$ cat src/rtl/dma_filt_pkg.sv
package dma_filt_pkg;

  typedef enum logic [2:0] {
    PG_UNMAPPED,
    PG_AREG,
    PG_BREG,
    PG_WRAM,
    PG_MEM
  } page_kind_e;

  typedef enum logic [2:0] {
    ACT_IDLE,
    ACT_PORT_A,
    ACT_PORT_B,
    ACT_OPEN,
    ACT_DROP
  } act_e;

  localparam logic [1:0] OP_READ  = 2'd0;
  localparam logic [1:0] OP_WRITE = 2'd1;
  localparam logic [1:0] OP_COPY  = 2'd2;

  // DMA controller's own register offsets inside the A-register page
  function automatic logic is_dma_reg(input logic [15:0] off);
    return (off == 16'h420B) || (off == 16'h420C) || (off[15:7] == 9'h086);
  endfunction

endpackage

$ cat src/rtl/dma_page_decode.sv
module dma_page_decode
  import dma_filt_pkg::*;
#(
  parameter logic [7:0] WRAM_BANK_A     = 8'h7E,
  parameter logic [7:0] WRAM_BANK_B     = 8'h7F,
  parameter bit         MIRROR_LOW_WRAM = 1'b1
) (
  input  logic [23:0] addr_i,
  output page_kind_e  kind_o,
  output logic        dma_reg_o
);
  logic [7:0] bank;
  logic [3:0] page;
  page_kind_e low_kind;

  assign bank = addr_i[23:16];
  assign page = addr_i[15:12];

  generate
    if (MIRROR_LOW_WRAM) begin : g_mirror
      assign low_kind = PG_WRAM;
    end else begin : g_no_mirror
      assign low_kind = PG_UNMAPPED;
    end
  endgenerate

  always_comb begin
    if (bank == WRAM_BANK_A || bank == WRAM_BANK_B) begin
      kind_o = PG_WRAM;
    end else if (!bank[6]) begin
      unique case (page)
        4'h0, 4'h1: kind_o = low_kind;
        4'h2:       kind_o = PG_BREG;
        4'h4:       kind_o = PG_AREG;
        4'h8, 4'h9, 4'hA, 4'hB,
        4'hC, 4'hD, 4'hE, 4'hF: kind_o = PG_MEM;
        default:    kind_o = PG_UNMAPPED;
      endcase
    end else begin
      kind_o = PG_MEM;
    end
  end

  assign dma_reg_o = (kind_o == PG_AREG) && is_dma_reg(addr_i[15:0]);

endmodule

$ cat src/rtl/dma_access_gate.sv
module dma_access_gate
  import dma_filt_pkg::*;
(
  input  logic       bus_b_i,
  input  logic       wr_i,
  input  page_kind_e kind_i,
  input  logic       dma_reg_i,
  output act_e       act_o
);
  always_comb begin
    if (bus_b_i) begin
      act_o = ACT_PORT_B;
    end else if (kind_i == PG_BREG || kind_i == PG_UNMAPPED || dma_reg_i) begin
      act_o = wr_i ? ACT_DROP : ACT_OPEN;
    end else begin
      act_o = ACT_PORT_A;
    end
  end
endmodule

$ cat src/rtl/dma_bus_filter.sv
module dma_bus_filter
  import dma_filt_pkg::*;
#(
  parameter int         CLK_PER_ACC     = 4,
  parameter int         CNT_W           = 8,
  parameter logic [7:0] WRAM_BANK_A     = 8'h7E,
  parameter logic [7:0] WRAM_BANK_B     = 8'h7F,
  parameter bit         MIRROR_LOW_WRAM = 1'b1,
  parameter logic [7:0] WRAM_PORT_OFF   = 8'h80,
  parameter logic [7:0] GARBAGE_BYTE    = 8'hFF
) (
  input  logic        clk_i,
  input  logic        rst_ni,
  input  logic        req_i,
  input  logic [1:0]  op_i,
  input  logic        bus_b_i,
  input  logic        b_to_a_i,
  input  logic [23:0] a_addr_i,
  input  logic [7:0]  b_off_i,
  input  logic [7:0]  wdata_i,
  output logic        busy_o,
  output logic        done_o,
  output logic [7:0]  rdata_o,
  output logic [7:0]  cycles_o,
  output logic        a_rd_o,
  output logic        a_wr_o,
  output logic [23:0] a_addr_o,
  output logic [7:0]  a_wdata_o,
  input  logic [7:0]  a_rdata_i,
  output logic        b_rd_o,
  output logic        b_wr_o,
  output logic [15:0] b_addr_o,
  output logic [7:0]  b_wdata_o,
  input  logic [7:0]  b_rdata_i
);
  localparam int         ACC_W   = (CLK_PER_ACC > 1) ? $clog2(CLK_PER_ACC) : 1;
  localparam logic [7:0] B_PAGE  = 8'h21;
  localparam logic [ACC_W-1:0] ACC_LAST = ACC_W'(CLK_PER_ACC - 1);

  logic             busy_q, done_q, ph_q, bus_q, b2a_q;
  logic [1:0]       op_q;
  logic [ACC_W-1:0] cnt_q;
  logic [CNT_W-1:0] tot_q, cyc_q;
  logic [23:0]      addr_q;
  logic [7:0]       off_q, wdata_q, xfer_q, open_q, rdata_q;

  page_kind_e a_kind;
  logic       a_dma_reg;
  act_e       act, act_eff;

  logic       is_copy, wram_port, ph_bus_b, ph_wr, ph_skip, last_ph, acc_end;
  logic [7:0] ph_data, rd_val;

  dma_page_decode #(
    .WRAM_BANK_A    (WRAM_BANK_A),
    .WRAM_BANK_B    (WRAM_BANK_B),
    .MIRROR_LOW_WRAM(MIRROR_LOW_WRAM)
  ) u_decode (
    .addr_i   (addr_q),
    .kind_o   (a_kind),
    .dma_reg_o(a_dma_reg)
  );

  // current window: which bus, which direction, skipped or not
  always_comb begin
    is_copy   = (op_q == OP_COPY);
    wram_port = is_copy && (off_q == WRAM_PORT_OFF) && (a_kind == PG_WRAM);
    ph_bus_b  = is_copy ? (ph_q ? !b2a_q : b2a_q) : bus_q;
    ph_wr     = is_copy ? ph_q : (op_q == OP_WRITE);
    ph_skip   = wram_port && (!ph_q || !b2a_q);
    ph_data   = is_copy ? (wram_port ? GARBAGE_BYTE : xfer_q) : wdata_q;
    last_ph   = !is_copy || ph_q;
    acc_end   = busy_q && (cnt_q == ACC_LAST);
  end

  dma_access_gate u_gate (
    .bus_b_i  (ph_bus_b),
    .wr_i     (ph_wr),
    .kind_i   (a_kind),
    .dma_reg_i(a_dma_reg),
    .act_o    (act)
  );

  assign act_eff = ph_skip ? ACT_IDLE : act;

  always_comb begin
    unique case (act_eff)
      ACT_PORT_A: rd_val = a_rdata_i;
      ACT_PORT_B: rd_val = b_rdata_i;
      ACT_IDLE:   rd_val = GARBAGE_BYTE;
      default:    rd_val = open_q;
    endcase
  end

  assign a_rd_o    = acc_end && (act_eff == ACT_PORT_A) && !ph_wr;
  assign a_wr_o    = acc_end && (act_eff == ACT_PORT_A) &&  ph_wr;
  assign b_rd_o    = acc_end && (act_eff == ACT_PORT_B) && !ph_wr;
  assign b_wr_o    = acc_end && (act_eff == ACT_PORT_B) &&  ph_wr;
  assign a_addr_o  = addr_q;
  assign b_addr_o  = {B_PAGE, off_q};
  assign a_wdata_o = ph_data;
  assign b_wdata_o = ph_data;

  always_ff @(posedge clk_i or negedge rst_ni) begin
    if (!rst_ni) begin
      busy_q  <= 1'b0;
      done_q  <= 1'b0;
      ph_q    <= 1'b0;
      bus_q   <= 1'b0;
      b2a_q   <= 1'b0;
      op_q    <= OP_READ;
      cnt_q   <= '0;
      tot_q   <= '0;
      cyc_q   <= '0;
      addr_q  <= '0;
      off_q   <= '0;
      wdata_q <= '0;
      xfer_q  <= '0;
      open_q  <= '0;
      rdata_q <= '0;
    end else if (!busy_q) begin
      done_q <= 1'b0;
      if (req_i) begin
        busy_q  <= 1'b1;
        ph_q    <= 1'b0;
        cnt_q   <= '0;
        tot_q   <= '0;
        op_q    <= op_i;
        bus_q   <= bus_b_i;
        b2a_q   <= b_to_a_i;
        addr_q  <= a_addr_i;
        off_q   <= b_off_i;
        wdata_q <= wdata_i;
      end
    end else begin
      tot_q <= tot_q + 1'b1;
      if (acc_end) begin
        cnt_q <= '0;
        if (!ph_wr) begin
          xfer_q <= rd_val;
          if (act_eff == ACT_PORT_A || act_eff == ACT_PORT_B) open_q <= rd_val;
        end
        if (last_ph) begin
          busy_q  <= 1'b0;
          done_q  <= 1'b1;
          cyc_q   <= tot_q + 1'b1;
          rdata_q <= ph_wr ? ph_data : rd_val;
        end else begin
          ph_q <= 1'b1;
        end
      end else begin
        cnt_q <= cnt_q + 1'b1;
      end
    end
  end

  assign busy_o   = busy_q;
  assign done_o   = done_q;
  assign rdata_o  = rdata_q;
  assign cycles_o = 8'(cyc_q);

endmodule

$ cat config.mk
export PLATFORM = sky130hd
export DESIGN_NAME = dma_bus_filter
export DESIGN_NICKNAME = d
export VERILOG_FILES = /design/src/rtl/dma_filt_pkg.sv /design/src/rtl/dma_page_decode.sv /design/src/rtl/dma_access_gate.sv /design/src/rtl/dma_bus_filter.sv
export SDC_FILE = /design/constraint.sdc
export NUM_CORES = 1
export LEC_CHECK = 0
export BUFFER_PORTS_ARGS = -buffer_cell sky130_fd_sc_hd__buf_2
export CAP_MARGIN = 20
export CORE_MARGIN = 2
export CORE_UTILIZATION = 50
export DETAILED_ROUTE_END_ITERATION = 12
export PLACE_DENSITY_LB_ADDON = 0.15
export SYNTH_ARGS = -nofsm -noshare
export SYNTH_HDL_FRONTEND = slang
export SYNTH_HIERARCHICAL = 1
export SYNTH_SLANG_ARGS = --single-unit
$ cat constraint.sdc
create_clock -name clk_i -period 2.9 [get_ports clk_i]
set_input_delay 0.145 -clock clk_i [delete_from_list [all_inputs] [get_ports clk_i]]
set_output_delay 0.145 -clock clk_i [all_outputs]
set_load 0.01 [all_outputs]
==> impl_metrics.toml, run 1 <==
[clock_tree]
cts_buffer_depth = 2
cts.sinks = 89
clk_root_buffer_cell = "clkbuf_8"
ctsHtreeMaxLevel = 3
post_cts_buffers = 0
clk_pin_slew_worst_paths_ns = 0.08
cts_tree = "yes"
clk_latency_ns = 0.34
cts_made_buffers = 9

[worst_setup_path]
required_ns = 2.76
cp_max_fo = 12
start_kind = "flop"
cp-end-kind = "output port"
critPathArrivalTime_ns = 2.57
critPathKind = "reg -> out"

[finish]
fill_cells = 729
nets = 635
synthToLayoutAreaGrowth_pct = 21.3
layout_common_cells = "buf_2, dfrtp_1, nand2_1, mux2_2, o21ai_0"
fin_cells = 680
multiInputGateArea_um2 = 2120
stdcell_area_um2 = 5580
fin_util_pct = 63.4
seqCellArea_um2 = 2230
num_antenna_cells = 0
drive_gt1_share_pct = 40.0
mostFrequentLayoutCell = "buf_2"

[yosys]
syn_area_per_cell_um2 = 10.4
synthArstFlopShare_pct = 100
seq_area_frac_synth_pct = 48.4
synth_ff_type = "dfrtp_1"
ys_seq_elements = 89
synth-edff-count = 0
yosysUniqueCellTypes = 55
syn_area_um2 = 4600
yosysWarningCount = 6
syn_inst = 442

[timing]
worst_slack_ns = 0.182
period_minus_slack_ns = 2.72
max_clock_freq_mhz = 368
worst_slew_pin_slew_ns = 0.622
rsz0062_at_grt = "true"
finalHoldViolations = 0
relSlewSlack_pct = 58.4
fin_crit_sh_pct = 93.7
skew_ns = 0.00902
maxSlewViolCount = 0
finalSetupViolCount = 0

[global_route]
grtUsageTotal_pct = 22.3
grt_pass1_vias = 3647
antenna_found_initial = 0
grt_overflow_total = 0
grt_pass1_wl_mm = 17.6
grt_start_max_net_pins = 48

[detailed_routing]
num_vias = 3724
avgRoutedWirePerCell_um = 15.8
drt_iter0_drc = 173
drc = 0
wl_mm = 10.7
vias_per_cell = 5.48
drtAntennaViolNets = 0
drt-pass1-iter-count = 5

[placed_design]
pre_cts_ws_ns = 0.0887
place_area_um2 = 5320
port_buffers = 132
dp_hpwl_mm = 7.89
numPlacedInstances = 664
finalWeightedCongestion = 0.848

[power_and_ir_drop]
swShare_pct = 41.5
p_leak_nw = 2.73
vdd_ir_drop_max_mv = 0.582
power.internal_w = 0.00397
seqPwrFrac_pct = 34.1
power_frac_comb_pct = 52.2
p_sw_w = 0.00282
clkPwrFrac_pct = 13.7
finalPower_w = 0.00679
powerDensity_nw_per_um2 = 1220

[die]
io_pins = 141
start_util_pct = 52.2
row_count = 34
die_h_um = 99.9
placeableCoreArea_um2 = 8810
die_area_um2 = 9980
fp.dieW_um = 99.9

[hold_path]
hp-class = "in -> reg"

[run_status]
status = "finished, final reports clean"

[job]
maxCapViolCount = 0
==> worst max-delay path: stages, from the launching register on <==
cell and delay, ns:
dfrtp_1 0.41, nor4b_2 0.28, nand4b_1 0.16, a21oi_2 0.14, o21ba_2 0.20, o21bai_4 0.18
buf_6 0.16, nand2b_1 0.07, or2_2 0.31, nor3b_2 0.17, buf_2 0.15
==> power groups by stage <==
stage / combinational (W) / sequential (W) / clock, W
floorplan: 0.00232 / 0.00238 / 0
global placement: 0.00339 / 0.00230 / 0
detailed placement: 0.00350 / 0.00233 / 0
CTS: 0.00351 / 0.00232 / 0.000956
global route: 0.00392 / 0.00241 / 0.00102
finish: 0.00354 / 0.00232 / 0.000928
==> kinds of logic (layout without fill, tap and decap cells) <==
| family | after synthesis | after routing | synth area share (%) |
|---|---|---|---|
| fa+ha+maj | 3 | 3 | 0.816 |
| other cells | 2 | 8 | 0.163 |
| flops | 89 | 89 | 48.4 |
| xor+xnor | 6 | 6 | 1.14 |
| mux | 55 | 55 | 13.2 |
| buf+inv | 58 | 182 | 6.72 |
| simple gates | 141 | 141 | 16.5 |
| compound gates | 88 | 88 | 13.0 |
==> worst paths after layout <==
path,start,to,slack (ns),depth (start not counted)
max,a_addr_o[7],b_rd_o,0.18,10
max in group asynchronous,rst_ni,wdata_q[6],1.93,3
min,wdata_i[1],wdata_q[1],0.03,2
max reg2reg,a_addr_o[22],rdata_o[0],0.21,10
min reg2reg,cycles_o[4],cycles_o[4],0.48,2
min in group asynchronous,rst_ni,cycles_o[4],0.32,2
==> Yosys cell counts (10+ instances only) <==
| library cell | count | area share [%] |
|---|---|---|
| dfrtp_1 | 89 | 48 |
| buf_4 | 17 | 2.8 |
| o21ai_1 | 13 | 1.4 |
| a31oi_1 | 10 | 1.4 |
| o21ai_0 | 30 | 3.3 |
| nor2_1 | 16 | 1.3 |
| inv_1 | 18 | 1.5 |
| mux2_2 | 46 | 11 |
| buf_2 | 10 | 1.1 |
| clkbuf_1 | 10 | 0.82 |
| nand3_1 | 11 | 1.2 |
| nand2_1 | 65 | 5.3 |
==> through the flow <==
stage                     hold slack [ns]  TNS (ns)
after detailed placement            0.176         0
final                              0.0287         0
after global placement              0.171         0
after global routing              0.00431   -0.0241
after CTS                         0.00708         0
after floorplan                    -0.151         0
==> routing by layer <==
layer | track usage (%) | vias up | share of wire [%]
li1 | - | 1792 | -
met1 | 30.0 | 1753 | 44
met2 | 34.0 | 157 | 46
met3 | 6.20 | 22 | 8.2
met4 | 9.91 | 0 | 2.1
met5 | 0 | - | 0
==> state kept, by name (all words and copies together), names as in the netlist <==
register and cells:
op_q 2, b2a_q 1, rdata_o 8, wdata_q 8, tot_q 8, open_q 8, cnt_q 2, done_o 1
xfer_q 8, ph_q 1, a_addr_o 24, busy_o 1, bus_q 1, cycles_o 8, off_q 8
==> final cells by class <==
type                       count  area share [%]
clock buffer                  11            2.71
clock inverter                 3            1.17
inverter                      19            1.28
multi-input combinational    301            38.0
sequential                    89            39.9
tap                          108            2.42
timing repair buffer         149            14.5
==> timing repair <==
item                                    4_1_cts  5_1_grt
pin swaps                                     0        1
endpoints found under the setup margin        2        5
hold endpoints to repair                     42        0
hold buffers                                  1        0
gates resized for setup                       1        6
(Power assumes the default switching activity.)
==> run 2: changes to the inputs <==
- RECOVER_POWER: not set -> 100
==> run 2 against run 1 <==
Effect of this change:
- final area decreased by 2.0%
- via count down 0.46%
- fmax decreased by 0.29%
- count of clock-buffer cells in the layout stayed put
- combinational power down 5%
- cell count unchanged
- first-iteration DRC count up 1.7%
- non-clock buffer count unchanged
- wire length decreased by 0.56%
- critical path depth unchanged
- critical path type unchanged
==> impl_metrics.toml, run 2 (same netlist as run 1, synthesis figures left out) <==
[run_status]
status = "finished, final reports clean"

[die]
start_util_pct = 52.2
die_area_um2 = 9980
io_pins = 141
placeableCoreArea_um2 = 8810
row_count = 34
die_h_um = 99.9
fp.dieW_um = 99.9

[clock_tree]
clk_latency_ns = 0.34
post_cts_buffers = 0
cts_made_buffers = 9
clk_pin_slew_worst_paths_ns = 0.08
ctsHtreeMaxLevel = 3
cts_buffer_depth = 2
cts.sinks = 89
clk_root_buffer_cell = "clkbuf_8"
cts_tree = "yes"

[finish]
layout_common_cells = "dfrtp_1, buf_2, nand2_1, clkbuf_1, mux2_2"
mostFrequentLayoutCell = "dfrtp_1"
drive_gt1_share_pct = 28.3
nets = 635
synthToLayoutAreaGrowth_pct = 18.9
fin_cells = 680
largest_register_ff_count = 24
fill_cells = 770
stdcell_area_um2 = 5470
num_antenna_cells = 0

[timing]
finalSetupViolCount = 0
maxSlewViolCount = 0
relSlewSlack_pct = 21.4
fin_crit_sh_pct = 94.0
period_minus_slack_ns = 2.73
rsz0062_at_grt = "true"
finalHoldViolations = 0
skew_ns = 0.00868
max_clock_freq_mhz = 367
worst_slew_pin_slew_ns = 1.18
whs_ns = 0.0279

[global_route]
grt_start_max_net_pins = 48
grt_overflow_total = 0
grtUsageTotal_pct = 22.3
grt_pass1_vias = 3647
antenna_found_initial = 0
grt_pass1_wl_mm = 17.6

[worst_setup_path]
critPathKind = "reg -> out"
worstPathCellList = "nor4b_2 -> nand4b_1 -> a21oi_2 -> o21ba_2 -> o21bai_4 -> buf_6 -> nand2b_1 -> or2_2 -> nor3b_2 -> buf_2"
cp_max_fo = 12
max_stage_delay_ns = 0.41
required_ns = 2.76
critPathArrivalTime_ns = 2.58
cp-end-kind = "output port"
start_kind = "flop"
worst_path_max_delay_cell = "dfrtp_1"

[power_and_ir_drop]
vdd_ir_drop_max_mv = 0.567
clkPwrFrac_pct = 14.0
p_sw_w = 0.00282
seqPwrFrac_pct = 35.0
powerDensity_nw_per_um2 = 1210
p_leak_nw = 2.53
power.internal_w = 0.00382
swShare_pct = 42.4
power_frac_comb_pct = 50.9

[job]
maxCapViolCount = 0

[detailed_routing]
drtAntennaViolNets = 0
avgRoutedWirePerCell_um = 15.7
drt_iter0_drc = 176
wl_mm = 10.7
vias_per_cell = 5.45
drc = 0
drt-pass1-iter-count = 5
num_vias = 3707

[placed_design]
finalWeightedCongestion = 0.848
place_area_um2 = 5320
dp_hpwl_mm = 7.89
port_buffers = 132
numPlacedInstances = 664

[hold_path]
hp-class = "in -> reg"
run 2: stage by stage:
step / util (%) / TNS [ns] / setup WS (ns) / total power, W
final: 62.1 / 0 / 0.174 / 0.00663
after global routing: 62.1 / -0.0241 / -0.0241 / 0.00718
after CTS: 63.0 / 0 / 0.0174 / 0.00678
after detailed placement: 60.4 / 0 / 0.0887 / 0.00583
after global placement: 60.4 / 0 / 0.185 / 0.00569
after floorplan: - / 0 / 0.325 / 0.00470
run 2: power by group through the flow:
stage / Clock [W] / Sequential [W] / Combinational, W
CTS: 0.000956 / 0.00232 / 0.00351
floorplan: 0 / 0.00238 / 0.00232
finish: 0.000930 / 0.00232 / 0.00338
detailed placement: 0 / 0.00233 / 0.00350
global route: 0.00102 / 0.00241 / 0.00375
global placement: 0 / 0.00230 / 0.00339
run 2: worst paths after layout:
| path | end | start | slack (ns) | cells past startpoint |
|---|---|---|---|---|
| worst max register to register | rdata_o[3] | a_addr_o[22] | 0.19 | 10 |
| min in group asynchronous | cycles_o[4] | rst_ni | 0.50 | 2 |
| worst min-delay path | wdata_q[1] | wdata_i[1] | 0.03 | 2 |
| max in group asynchronous | wdata_q[7] | rst_ni | 0.69 | 3 |
| worst max-delay path | b_rd_o | a_addr_o[7] | 0.17 | 10 |
| worst min register to register | cycles_o[6] | cycles_o[6] | 0.49 | 2 |
run 2: layer usage:
layer | vias to the layer above | GRT usage (%) | part of all wire, %
met4 | 0 | 9.91 | 1.7
met2 | 154 | 34.0 | 46
met3 | 17 | 6.20 | 8.5
li1 | 1782 | - | -
met5 | - | 0 | 0
met1 | 1754 | 30.0 | 44
run 2: area by class of cell:
type                            instances  area [um2]  share of cell area (%)
Inverter                               19        71.3                    1.30
Clock buffer                           11         151                    2.77
Sequential cell                        89        2230                    40.7
Multi-Input combinational cell        301        2110                    38.7
Timing Repair Buffer                  149         703                    12.9
Tap cell                              108         135                    2.47
Clock inverter                          3        65.1                    1.19
run 2: critical path: cells and delay by family (launching register included):
| family | cells | cell delay [ns] |
|---|---|---|
| buffers and inverters | 2 | 0.31 |
| flip-flops | 1 | 0.41 |
| AO/OA/AOI/OAI | 3 | 0.52 |
| AND/OR/NAND/NOR | 5 | 0.99 |
run 2: timing repair:
action,CTS,global route
pin swaps,0,1
endpoints found under the hold margin,42,0
hold buffers,1,0
endpoints found under the setup margin,2,5
gates resized for setup,1,6
==> run 3: changes to the inputs <==
==> constraint.sdc (replaced) <==
create_clock -name clk_i -period 2.9 [get_ports clk_i]
set_input_delay 0.435 -clock clk_i [delete_from_list [all_inputs] [get_ports clk_i]]
set_output_delay 0.435 -clock clk_i [all_outputs]
set_load 0.01 [all_outputs]
==> run 3 against run 2 <==
Effect of this change:
- the flow now finishes with violations (capacitance limit, slew limit)
- wire length up 0.92%
- sequential share of layout area shrank 0.93 points
- critical path depth decreased by 1
- first-iteration DRC count shrank 30%
- setup slack got worse by 0.11 ns
- cell count grew 0.74%
- final area rose by 2.3%
- clock power shrank 8.4%
- via count increased by 1.2%
- register-to-register slack worse by 0.08 ns
- largest power group unchanged
==> impl_metrics.toml, run 3 (same netlist as run 1, synthesis figures left out) <==
[clock_tree]
cts_tree = "yes"
cts_buffer_depth = 2
clk_pin_slew_worst_paths_ns = 0.09
ctsHtreeMaxLevel = 3
clk_latency_ns = 0.35
cts.sinks = 89
cts_made_buffers = 9
clk_root_buffer_cell = "clkbuf_8"
holdBufCountCts = 0

[timing]
maxSlewViolCount = 42
worst_slew_pin_slew_ns = 2.26
period_minus_slack_ns = 2.84
tns_ns = 0
whs_ns = 0.308
rsz0062_at_grt = "true"
finalHoldViolations = 0
skew_ns = 0.00695
fin_crit_sh_pct = 97.9
finalSetupViolCount = 0
relSlewSlack_pct = -50.9
max_clock_freq_mhz = 352

[run_status]
violations = "capacitance limit, slew limit"
status = "finished with violations"

[worst_setup_path]
max_stage_delay_ns = 0.41
critPathBufInv = 1
start_kind = "flop"
critPathKind = "reg -> out"
startpoint = "a_addr_o[4]"
worst_path_max_delay_cell = "dfrtp_1"
critPathArrivalTime_ns = 2.40
cp_max_fo = 4
cp-end-kind = "output port"
worstPathCellList = "nor4b_2 -> o21ai_2 -> a21oi_2 -> o21ba_4 -> o21bai_4 -> nand2b_4 -> or2_4 -> nor3b_2 -> buf_2"
r2r_start = "a_addr_o[4]"
cp_top_family = "simple AND/OR/NAND/NOR gates"
required_ns = 2.47

[detailed_routing]
avgRoutedWirePerCell_um = 15.7
wl_mm = 10.8
drt_iter0_drc = 124
drt-pass1-iter-count = 4
num_vias = 3750
drc = 0
vias_per_cell = 5.47
drtAntennaViolNets = 0

[hold_path]
hp-class = "in -> reg"
hp-start = "a_addr_i[13]"

[power_and_ir_drop]
vdd_ir_drop_max_mv = 0.698
p_leak_nw = 2.61
powerDensity_nw_per_um2 = 1220
finalPower_w = 0.00682

[die]
fp.dieW_um = 99.9
row_count = 34
io_pins = 141
die_h_um = 99.9
die_area_um2 = 9980
placeableCoreArea_um2 = 8810
start_util_pct = 52.2

[finish]
fin_util_pct = 63.5
synthToLayoutAreaGrowth_pct = 21.7
mostFrequentLayoutCell = "dfrtp_1"
num_antenna_cells = 0
drive_gt1_share_pct = 33.6
fin_cells = 685
layout_common_cells = "dfrtp_1, buf_2, nand2_1, clkbuf_1, mux2_2"
nets = 639
largest_register_ff_count = 24

[placed_design]
port_buffers = 132
numPlacedInstances = 664
dp_hpwl_mm = 7.88
finalWeightedCongestion = 0.877

[global_route]
grt_start_max_net_pins = 49
grt_pass1_vias = 3673
grt_pass1_wl_mm = 17.8
antenna_found_initial = 0
grt_overflow_total = 0
grtUsageTotal_pct = 22.3

[job]
maxCapViolCount = 1
[run 3: changes by cell type in the layout (fill, tap and decap cells not counted), moves of 4 or more]
| cell | before | now |
|---|---|---|
| o21ai_0 | 36 | 31 |
| buf_2 | 68 | 82 |
| clkbuf_1 | 65 | 52 |
| o21ai_1 | 7 | 11 |
| buf_4 | 11 | 17 |
| o221ai_1 | 8 | 3 |
| o221ai_2 | 0 | 5 |
[run 3: repair_timing]
item | 4_1_cts | 5_1_grt
pin swaps | 1 | 8
endpoints found under the setup margin | 6 | 4
gates resized for setup | 6 | 16
buffers inserted | 1 | 5
[run 3: layer usage]
layer / wire [um] / global-route usage [%]
met1: 4630 / 29.3
met2: 5230 / 36.2
met3: 808 / 7.24
met4: 114 / 5.69
met5: 0 / 0
[run 3: final timing paths]
check                                to  slack, ns  cells after the start
hold reg to reg                cnt_q[0]       0.48                      1
hold / removal             a_addr_o[13]       0.31                      2
max in group asynchronous      off_q[0]       0.86                      1
min in group asynchronous   cycles_o[4]       0.74                      1
setup reg to reg             rdata_o[6]       0.11                     11
setup / recovery                 b_rd_o       0.06                      9
[run 3: cell type report]
| type | count | area [um2] |
|---|---|---|
| flip-flops and latches | 89 | 2230 |
| multi-input cells | 301 | 2200 |
| clock inverters | 4 | 53.8 |
| fillers | 767 | 3210 |
| repair buffers | 153 | 766 |
| well taps | 108 | 135 |
| inverters | 19 | 71.3 |
| clock buffers | 11 | 141 |
[run 3: through the flow]
| stage | worst slack, ns | cell area [um2] |
|---|---|---|
| 6_report | 0.0601 | 5600 |
| 3_3_place_gp | 0.0908 | 5320 |
| 3_5_place_dp | 0.00839 | 5320 |
| 5_1_grt | -0.0976 | 5600 |
| 4_1_cts | 0.00516 | 5550 |
| 2_1_floorplan | 0.0502 | 4620 |
[run 3: power by group]
| part | internal (W) | total [W] | switching, W | leakage, nW |
|---|---|---|---|---|
| Sequential | 0.00183 | 0.00230 | 0.000472 | 1.05 |
| Clock | 0.000419 | 0.000852 | 0.000433 | 0.0916 |
| Combinational | 0.00163 | 0.00366 | 0.00203 | 1.47 |
| Total | 0.00388 | 0.00682 | 0.00294 | 2.61 |
